===== config.mk =====
export PLATFORM = sky130hd
export DESIGN_NAME = expg_field_dec
export DESIGN_NICKNAME = d
export VERILOG_FILES = /design/src/rtl/ued_pkg.sv /design/src/rtl/ued_lzd.sv /design/src/rtl/ued_rshift.sv /design/src/rtl/ued_len_sel.sv /design/src/rtl/expg_field_dec.sv
export SDC_FILE = /design/constraint.sdc
export NUM_CORES = 1
export LEC_CHECK = 0
export ABC_CLOCK_PERIOD_IN_PS = 12000
export BUFFER_PORTS_ARGS = -buffer_cell sky130_fd_sc_hd__buf_2
export CAP_MARGIN = 5
export CORE_ASPECT_RATIO = 1.2
export CORE_MARGIN = 2
export CORE_UTILIZATION = 51
export DETAILED_ROUTE_END_ITERATION = 10
export HOLD_SLACK_MARGIN = 0.06
export PLACE_DENSITY = 0.73
export SLEW_MARGIN = 20
export SYNTH_ARGS = -nofsm -noshare
export SYNTH_HDL_FRONTEND = slang
export SYNTH_HIERARCHICAL = 1
export SYNTH_SLANG_ARGS = --single-unit

===== constraint.sdc =====
create_clock -name clk -period 12 [get_ports clk]
set_input_delay 1.2 -clock clk [delete_from_list [all_inputs] [get_ports clk]]
set_output_delay 1.2 -clock clk [all_outputs]
set_load 0.01 [all_outputs]

===== src/rtl/ued_pkg.sv =====
package ued_pkg;
   typedef enum logic {
      MODE_EXPG  = 1'b0,
      MODE_FIXED = 1'b1
   } dec_mode_e;
endpackage


===== src/rtl/ued_lzd.sv =====
// Leading-zero detector over a 2*SEG_W-bit slice: OR stage picks the
// half holding the first one, a priority encoder counts within it.
module ued_lzd #(
   parameter  int SEG_W = 8,
   localparam int LZD_W = 2 * SEG_W,
   localparam int PE_W  = $clog2(SEG_W),
   localparam int LZ_W  = PE_W + 1
) (
   input  logic [LZD_W-1:0] bits_i,
   output logic [LZ_W-1:0]  lz_o,
   output logic             all_zero_o
);
   logic [SEG_W-1:0] hi_seg, lo_seg, sel_seg;
   logic             hi_any;
   logic [PE_W-1:0]  pe_cnt;

   generate
      if (SEG_W < 2 || (SEG_W & (SEG_W - 1)) != 0) begin : g_bad_seg
         $error("ued_lzd: SEG_W must be a power of two of at least 2");
      end
   endgenerate

   assign hi_seg  = bits_i[LZD_W-1:SEG_W];
   assign lo_seg  = bits_i[SEG_W-1:0];
   assign hi_any  = |hi_seg;
   assign sel_seg = hi_any ? hi_seg : lo_seg;

   // highest set bit wins: later (higher) indices overwrite lower ones
   always_comb begin
      pe_cnt = '0;
      for (int i = 0; i < SEG_W; i++) begin
         if (sel_seg[i]) pe_cnt = PE_W'(SEG_W - 1 - i);
      end
   end

   assign lz_o       = {~hi_any, pe_cnt};
   assign all_zero_o = ~(hi_any | (|lo_seg));
endmodule


===== src/rtl/ued_rshift.sv =====
// Logarithmic right barrel shifter, one stage per shift-amount bit.
module ued_rshift #(
   parameter  int W    = 32,
   localparam int SH_W = $clog2(W)
) (
   input  logic [W-1:0]    din_i,
   input  logic [SH_W-1:0] shamt_i,
   output logic [W-1:0]    dout_o
);
   logic [W-1:0] stg [SH_W+1];

   assign stg[0] = din_i;

   generate
      for (genvar s = 0; s < SH_W; s++) begin : g_stage
         assign stg[s+1] = shamt_i[s] ? (stg[s] >> (1 << s)) : stg[s];
      end
   endgenerate

   assign dout_o = stg[SH_W];
endmodule


===== src/rtl/ued_len_sel.sv =====
// Field length and error decision for both modes.
module ued_len_sel #(
   parameter int WIN_W = 32,
   parameter int LZ_W  = 4,
   parameter int K_W   = 2,
   parameter int LEN_W = 6
) (
   input  logic             fixed_i,
   input  logic [LZ_W-1:0]  lz_i,
   input  logic             lz_zero_i,
   input  logic [K_W-1:0]   k_i,
   input  logic [LEN_W-1:0] fix_len_i,
   output logic [LEN_W-1:0] len_o,
   output logic             err_o
);
   localparam int EGL_W = LEN_W + 1;

   logic [EGL_W-1:0] eg_len;

   assign eg_len = (EGL_W'(lz_i) << 1) + EGL_W'(k_i) + EGL_W'(1);

   always_comb begin
      if (fixed_i) begin
         len_o = fix_len_i;
         err_o = (fix_len_i == '0) || (fix_len_i > LEN_W'(WIN_W));
      end else begin
         len_o = eg_len[LEN_W-1:0];
         err_o = lz_zero_i || (eg_len > EGL_W'(WIN_W));
      end
   end
endmodule


===== src/rtl/expg_field_dec.sv =====
module expg_field_dec
   import ued_pkg::*;
#(
   parameter  int WIN_W = 32,
   parameter  int SEG_W = 8,
   parameter  int K_W   = 2,
   localparam int LZD_W = 2 * SEG_W,
   localparam int LZ_W  = $clog2(SEG_W) + 1,
   localparam int LEN_W = $clog2(WIN_W + 1),
   localparam int SH_W  = $clog2(WIN_W)
) (
   input  logic               clk,
   input  logic               rst_n,
   input  logic               in_valid,
   input  logic               fixed_mode,
   input  logic [K_W-1:0]     k_order,
   input  logic [LEN_W-1:0]   fix_len,
   input  logic [WIN_W-1:0]   window,
   output logic               out_valid,
   output logic               err,
   output logic [LEN_W-1:0]   used_len,
   output logic [WIN_W-1:0]   code_num,
   output logic signed [WIN_W:0] se_val
);
   generate
      if (WIN_W < LZD_W) begin : g_bad_win
         $error("expg_field_dec: WIN_W must cover the detector slice");
      end
      if ((WIN_W & (WIN_W - 1)) != 0) begin : g_bad_pow
         $error("expg_field_dec: WIN_W must be a power of two");
      end
      if ((1 << K_W) > WIN_W) begin : g_bad_k
         $error("expg_field_dec: K_W too wide for the window");
      end
   endgenerate

   dec_mode_e         mode;
   logic [LZ_W-1:0]   lz_cnt;
   logic              lz_zero;
   logic [LEN_W-1:0]  len_c;
   logic              err_c;
   logic [SH_W-1:0]   shamt;
   logic [WIN_W-1:0]  shifted;
   logic [WIN_W-1:0]  code_c;
   logic [WIN_W:0]    n_ext;
   logic signed [WIN_W:0] se_c;

   assign mode = fixed_mode ? MODE_FIXED : MODE_EXPG;

   ued_lzd #(.SEG_W(SEG_W)) u_lzd (
      .bits_i     (window[WIN_W-1 -: LZD_W]),
      .lz_o       (lz_cnt),
      .all_zero_o (lz_zero)
   );

   ued_len_sel #(
      .WIN_W (WIN_W),
      .LZ_W  (LZ_W),
      .K_W   (K_W),
      .LEN_W (LEN_W)
   ) u_len (
      .fixed_i   (mode == MODE_FIXED),
      .lz_i      (lz_cnt),
      .lz_zero_i (lz_zero),
      .k_i       (k_order),
      .fix_len_i (fix_len),
      .len_o     (len_c),
      .err_o     (err_c)
   );

   // shift right by (WIN_W - len); len in 1..WIN_W gives 0..WIN_W-1
   assign shamt = err_c ? '0 : SH_W'(LEN_W'(WIN_W) - len_c);

   ued_rshift #(.W(WIN_W)) u_shift (
      .din_i   (window),
      .shamt_i (shamt),
      .dout_o  (shifted)
   );

   always_comb begin
      if (err_c)
         code_c = '0;
      else if (mode == MODE_FIXED)
         code_c = shifted;
      else
         code_c = shifted - (WIN_W'(1) << k_order);
   end

   assign n_ext = {1'b0, code_c};

   always_comb begin
      if (code_c[0])
         se_c = signed'((n_ext + (WIN_W+1)'(1)) >> 1);
      else
         se_c = signed'((WIN_W+1)'(0) - (n_ext >> 1));
   end

   always_ff @(posedge clk) begin
      if (!rst_n) begin
         out_valid <= 1'b0;
         err       <= 1'b0;
         used_len  <= '0;
         code_num  <= '0;
         se_val    <= '0;
      end else begin
         out_valid <= in_valid;
         if (in_valid) begin
            err      <= err_c;
            used_len <= err_c ? '0 : len_c;
            code_num <= code_c;
            se_val   <= se_c;
         end
      end
   end

   AST_VALID_LATENCY: assert property (@(posedge clk) disable iff (!rst_n)
      in_valid |=> out_valid);
   AST_IDLE_NO_VALID: assert property (@(posedge clk) disable iff (!rst_n)
      !in_valid |=> !out_valid);
   AST_IDLE_HOLD: assert property (@(posedge clk) disable iff (!rst_n)
      !in_valid |=> ($stable(code_num) && $stable(used_len) && $stable(se_val)));
   AST_ERR_ZEROES: assert property (@(posedge clk) disable iff (!rst_n)
      (out_valid && err) |-> (used_len == '0 && code_num == '0 && se_val == '0));
   AST_LEN_RANGE: assert property (@(posedge clk) disable iff (!rst_n)
      (out_valid && !err) |-> (used_len != '0 && used_len <= LEN_W'(WIN_W)));
   AST_SE_SIGN: assert property (@(posedge clk) disable iff (!rst_n)
      (out_valid && !err) |-> (se_val[WIN_W] == (!code_num[0] && code_num != '0)));
endmodule


After elaboration in Yosys (flattened, before gate mapping)
Index checks and enable logic that the tools add are counted.

operators by class
  multiplexer cells = 22
  order comparisons = 2
  bitwise logic cells = 3
  shift operators = 1
  $add $sub $neg = 6
  reductions and logical operators = 5

operators with widths
  operator                 count
  $mux W32                 7
  $add A32 B1 Y33 const B  1
  $mux W33                 1
  $shl A1 B2 Y32 const A   1
  $sub A1 B31 Y32 const A  1
  $sub A32 B32 Y32         1
  $mux W3                  8
  $reduce_or A8 Y1         2
  $mux W6                  2
  $mux W8                  1
  $add A7 B1 Y7 const B    1
  $gt A7 B6 Y1 const B     1
  $add A5 B2 Y6            1
  $gt A6 B6 Y1 const B     1
  $logic_not A6 Y1         1
  $mux W5                  1
  $sub A1 B5 Y5 const A    1
  $logic_or A1 B1 Y1       2
  $mux W1                  2
  $not A1 Y1               2
  $or A1 B1 Y1             1

word-level totals
  output and inout port bits = 73
  logic and storage cells = 44
  bits in registers = 73
  input port bits = 44

Depth between registers and ports, before layout
  word-level depth = 26
  gate-level depth with buffers = 38
  mapped depth without buffers = 30

Modules after synthesis
The synthesis kept the hierarchy.

modules (own cells, without submodules)
  module          instances  area an instance (µm²)  seq. area each (µm²)  cells an instance
  expg_field_dec  1          5332.6                  1461.4                676
  ued_rshift      1          1778.0                  0.0                   192
  ued_len_sel     1          261.5                   0.0                   36
  ued_lzd         1          205.2                   0.0                   36

Least setup slack after synthesis
Ideal clock, no wire load.

  path type = input to register
  start = in window[24]
  end = reg se_val[29]
  path slack = 2.197 ns
  path buffers = 11
  library setup time = 0.070 ns
  required time = 11.930 ns
  arrival = 9.733 ns
  stages on the path = 37
  cell sequence = or4_4 -> o41ai_2 -> o22ai_1 -> a21o_1 -> ha_1 -> ha_1 -> and3_1 -> nand3_1 -> a21boi_0 -> a31o_2 -> o221a_2 -> clkbuf_1 -> clkbuf_1 -> clkbuf_1 -> buf_1 -> clkbuf_1 -> clkbuf_1 -> nor2_1 -> buf_6 -> buf_12 -> buf_6 -> mux4_2 -> a22oi_1 -> o221a_1 -> o211ai_1 -> ha_1 -> nor2b_1 -> o311a_1 -> buf_2 -> clkbuf_1 -> or4_1 -> a221oi_4 -> nand4_1 -> nor4_2 -> o22ai_1 -> xor2_1 -> a21oi_1

on the way
  cells in the longest elaborated chain, start to end = 26
  elaborated cells on any way between the ends = 32
  those cells by class = add/sub (6); order compare (1); mux (20); bitwise (3); reduce/logical (2)

ends and longest elaborated chain
  element                                                    line                                        RTL
  from (decl)                                                expg_field_dec.sv:18                        input logic [WIN_W-1:0] window,
  $reduce_or A8 Y1                                           ued_lzd.sv:25                               assign hi_any = |hi_seg;
  $mux W8 *                                                  ued_lzd.sv:26                               assign sel_seg = hi_any ? hi_seg : lo_seg;
  $mux W3 (7 in series)                                      ued_lzd.sv:32                               if (sel_seg[i]) pe_cnt = PE_W'(SEG_W - 1 - i);
  $mux W3 *                                                  ued_lzd.sv:32
  named net lz_cnt[0]                                        expg_field_dec.sv:38                        logic [LZ_W-1:0] lz_cnt;
  $add A5 B2 Y6 *                                            ued_len_sel.sv:20                           assign eg_len = (EGL_W'(lz_i) << 1) + EGL_W'(k_i) + EGL_W'(1);
  $add A7 B1 Y7 *                                            ued_len_sel.sv:20
  $gt A7 B6 Y1 *                                             ued_len_sel.sv:28                           err_o = lz_zero_i || (eg_len > EGL_W'(WIN_W));
  (+2 left out)                                              n/a
  named net err_c                                            expg_field_dec.sv:41                        logic err_c;
  (+1 left out)                                              n/a
  named net shamt[0]                                         expg_field_dec.sv:42                        logic [SH_W-1:0] shamt;
  $mux W32 * (5 in series)                                   ued_rshift.sv:16                            assign stg[s+1] = shamt_i[s] ? (stg[s] >> (1 << s)) : stg[s];
  named net shifted[1]                                       expg_field_dec.sv:43                        logic [WIN_W-1:0] shifted;
  $sub A32 B32 Y32                                           expg_field_dec.sv:86                        code_c = shifted - (WIN_W'(1) << k_order);
  $mux W32 *                                                 expg_field_dec.sv:83                        else if (mode == MODE_FIXED)
  $mux W32 *                                                 expg_field_dec.sv:81                        if (err_c)
  $add A32 B1 Y33 / $sub A1 B31 Y32 (equally long branches)  expg_field_dec.sv:93, expg_field_dec.sv:95
  $mux W33 *                                                 expg_field_dec.sv:92                        if (code_c[0])
  to (signal assigned)                                       expg_field_dec.sv:104                       se_val <= '0;
  to (signal assigned)                                       expg_field_dec.sv:111                       se_val <= se_c;
  to (decl)                                                  expg_field_dec.sv:23                        output logic signed [WIN_W:0] se_val

The timed path passes the listed nets; every way through them passes the cells marked *.
A chain may end at the register's enable or synchronous reset.

Worst setup path after layout
  start = in window[28]
  end = reg se_val[25]

The elaborated chain is that of the path after synthesis.

==> qor.yml <==
crit_path_max_incr_delay_ps: 1100
grt_pass1_vias: 7076
setup_viol: 0
fin_crit_sh_pct: 83.6
dp_hpwl_microns: 17100
finalCriticalPeriod_ps: 10030
setup_tns_ps: 0
grt_antenna_before_repair: 0
hold_end: "code_num[24]$_SDFFE_PN0P_"
dieArea_sq_um: 15900
path_common_cell: "ha_1"
syn_area_sq_um: 7580
ys_ff_latch: 73
yosysSeqAreaShare_pct: 19.3
synth_flop_cell: "dfxtp_1"
synth.avg_cell_area_sq_um: 8.06
io_buffers: 116
synth-async-reset-ratio_pct: 0
outcome: "finished, final reports clean"
ctsResizeCount: 0
reg2reg_to: "se_val[31]$_SDFFE_PN0P_"
fin_hold_ws_ps: 465
powerDensity_nw_per_um2: 174
synth_edf_count: 0
drtIter0Drc: 753
rr_worst_depth: 2
required_ps: 12220
min_path_type: "flip-flop to flip-flop"
cts_made_buffers: 9
synthesis.nets: 996
slew_viol_final: 0
area_growth_syn_to_layout_pct: 12.3
place_congestion: 0.948
hp-start: "code_num[24]$_SDFFE_PN0P_"
r2r_setup_slack_ps: 11210
clock-sinks: 73
fin_worst_skew_ps: 0
max-slew-margin-rel_pct: 23.3
routed_wire_length_per_instance_microns: 18.3
diodes: 0
cts-root-buf: "clkbuf_16"
post_cts_buffers: 0
fmax_ghz: 0.0997
hold_buffers: 0
crit_type: "primary input to flip-flop"
first_pass_iters: 8
cts_tree: "done"
vias: 7724
grt_pass1_wl_microns: 35900
fill_cells: 1388
start_util_pct: 52.4
ant_nets: 0
drc: 0
grt_use_total_pct: 27.9
fin_nets: 1067
postSynthCellCount: 940
rsz0062_at_grt: "false"
drv_cap: 0
ys_types: 97
critPathMaxFanout: 34
via_per_inst: 6.35
worst-slew-pin-transition_ps: 1150
clockBufferDepth: 2
clk_latency_ps: 330
r2r_start: "se_val[31]$_SDFFE_PN0P_"
path_clk_slew_ps: 60
ys_warn_count: 6
drive_gt1_share_pct: 22.6
worstPathArrival_ps: 10250
die_h_microns: 138
crit_path_end_kind: "flip-flop"
report.power.total_w: 0.00148
wl_microns: 22300
h-tree-depth: 3
fp.dieW_microns: 115
cpMaxStageDelayCell: "a2111oi_1"
hold-path-cell-count: 2
ios: 117
core_sq_um: 14500
ir_drop_uv: 83.0
startpoint_type: "primary input"
rows: 48
globalRouteOverflowTotal: 0
grt_max_degree: 76
leakagePower_nw: 3.41
hold_viol: 0
[report_power, final]
group | internal (W) | total, W | switching (W)
logic | 0.000328 | 0.000889 | 0.000561
registers | 0.000282 | 0.000301 | 0.0000194
clock network | 0.000187 | 0.000287 | 0.000100
[cell families after synthesis]
| kind of cell | Yosys count | synth area share, % |
|---|---|---|
| multiplexers | 105 | 18.7 |
| buffers and inverters | 90 | 5.37 |
| AO/OA/AOI/OAI | 259 | 24.6 |
| adder cells (fa/ha/maj) | 12 | 2.08 |
| AND/OR/NAND/NOR | 361 | 25.3 |
| XOR/XNOR | 40 | 4.62 |
| flip-flops | 73 | 19.3 |
[cell usage after synthesis, types with 18 or more instances]
master	count	area [sq um]
o31ai_1	20	150
dfxtp_1	73	1460
mux2i_1	56	561
nand3_1	23	115
a21oi_1	48	240
nand2_1	60	225
mux4_2	19	428
clkbuf_1	42	158
nor2_1	119	447
nor3_1	18	90.1
o21ai_0	46	230
mux2_2	24	270
xor2_1	22	193
xnor2_1	18	158
inv_1	20	75.1
nor4_1	20	125
[critical path, delay by kind of cell]
kind	cells	cell delay (ps)
xor+xnor	1	160
compound gates	13	4270
mux	1	660
fa+ha+maj	3	880
buf+inv	2	630
simple gates	7	2420
[flip-flops by register name (all words and copies together) (netlist names)]
register	cells
used_len	6
err	1
out_valid	1
se_val	33
code_num	32
[layout by cell type (no fill, tap or decap), drive strengths merged, types with 6 or more instances in the layout]
master  Yosys  layout
nand3      24      24
nor2      119     119
o21ai      50      50
nand4      16      16
a31oi       7       7
nor2b      10      10
or4        17      17
inv        22      22
nand2      60      60
xnor2      18      18
o31ai      21      21
o41ai       6       6
ha         11      11
o22ai      16      16
nor4       27      27
or2        10      10
clkbuf     42      11
mux2       24      24
and2        7       7
a211oi     16      16
a22oi      14      14
buf        26     128
dfxtp      73      73
nor3       19      19
mux2i      56      56
a21oi      51      51
or3        16      16
nand2b     12      12
and3        7       7
o211ai     12      12
mux4       25      25
xor2       22      22
[metrics by stage]
step                area, sq um  cells  util [%]  worst slack (ps)
finish                     8510   1216      58.8              1970
global route               8510   1216      58.8              1370
CTS                        8510   1216      58.8              2160
detailed placement         8180   1200      56.5              1930
global placement           8180   1200      56.5              2000
floorplan                  7580    940         -              2200
[how the worst max path moves through the flow]
stage                           from  depth (start not counted)                       to
after floorplan           window[24]                         37  se_val[29]$_SDFFE_PN0P_
after global placement    window[24]                         27  se_val[25]$_SDFFE_PN0P_
after detailed placement  window[24]                         27  se_val[25]$_SDFFE_PN0P_
after CTS                 window[24]                         27  se_val[25]$_SDFFE_PN0P_
after global routing      window[24]                         27  se_val[25]$_SDFFE_PN0P_
final                     window[28]                         27  se_val[25]$_SDFFE_PN0P_
[metal layers]
metal / global-route usage, % / wire length (microns) / share of wire (%) / up-vias
met3: 3.39 / 1110 / 5.0 / 55
met4: 12.2 / 852 / 3.8 / 0
met2: 47.0 / 10800 / 48 / 281
met1: 35.9 / 9540 / 43 / 3632
li1: - / - / - / 3756
met5: 0 / 0 / 0 / -
[area by class of cell]
cell class	instances	area, sq um	share of cell area, %
flip-flops and latches	73	1460	17.2
multi-input cells	777	5720	67.2
clock buffers	11	243	2.85
clock inverters	5	78.8	0.927
well taps	200	250	2.94
repair buffers	128	671	7.88
inverters	22	82.6	0.971
No activity file was read; power rests on OpenSTA's default activity.
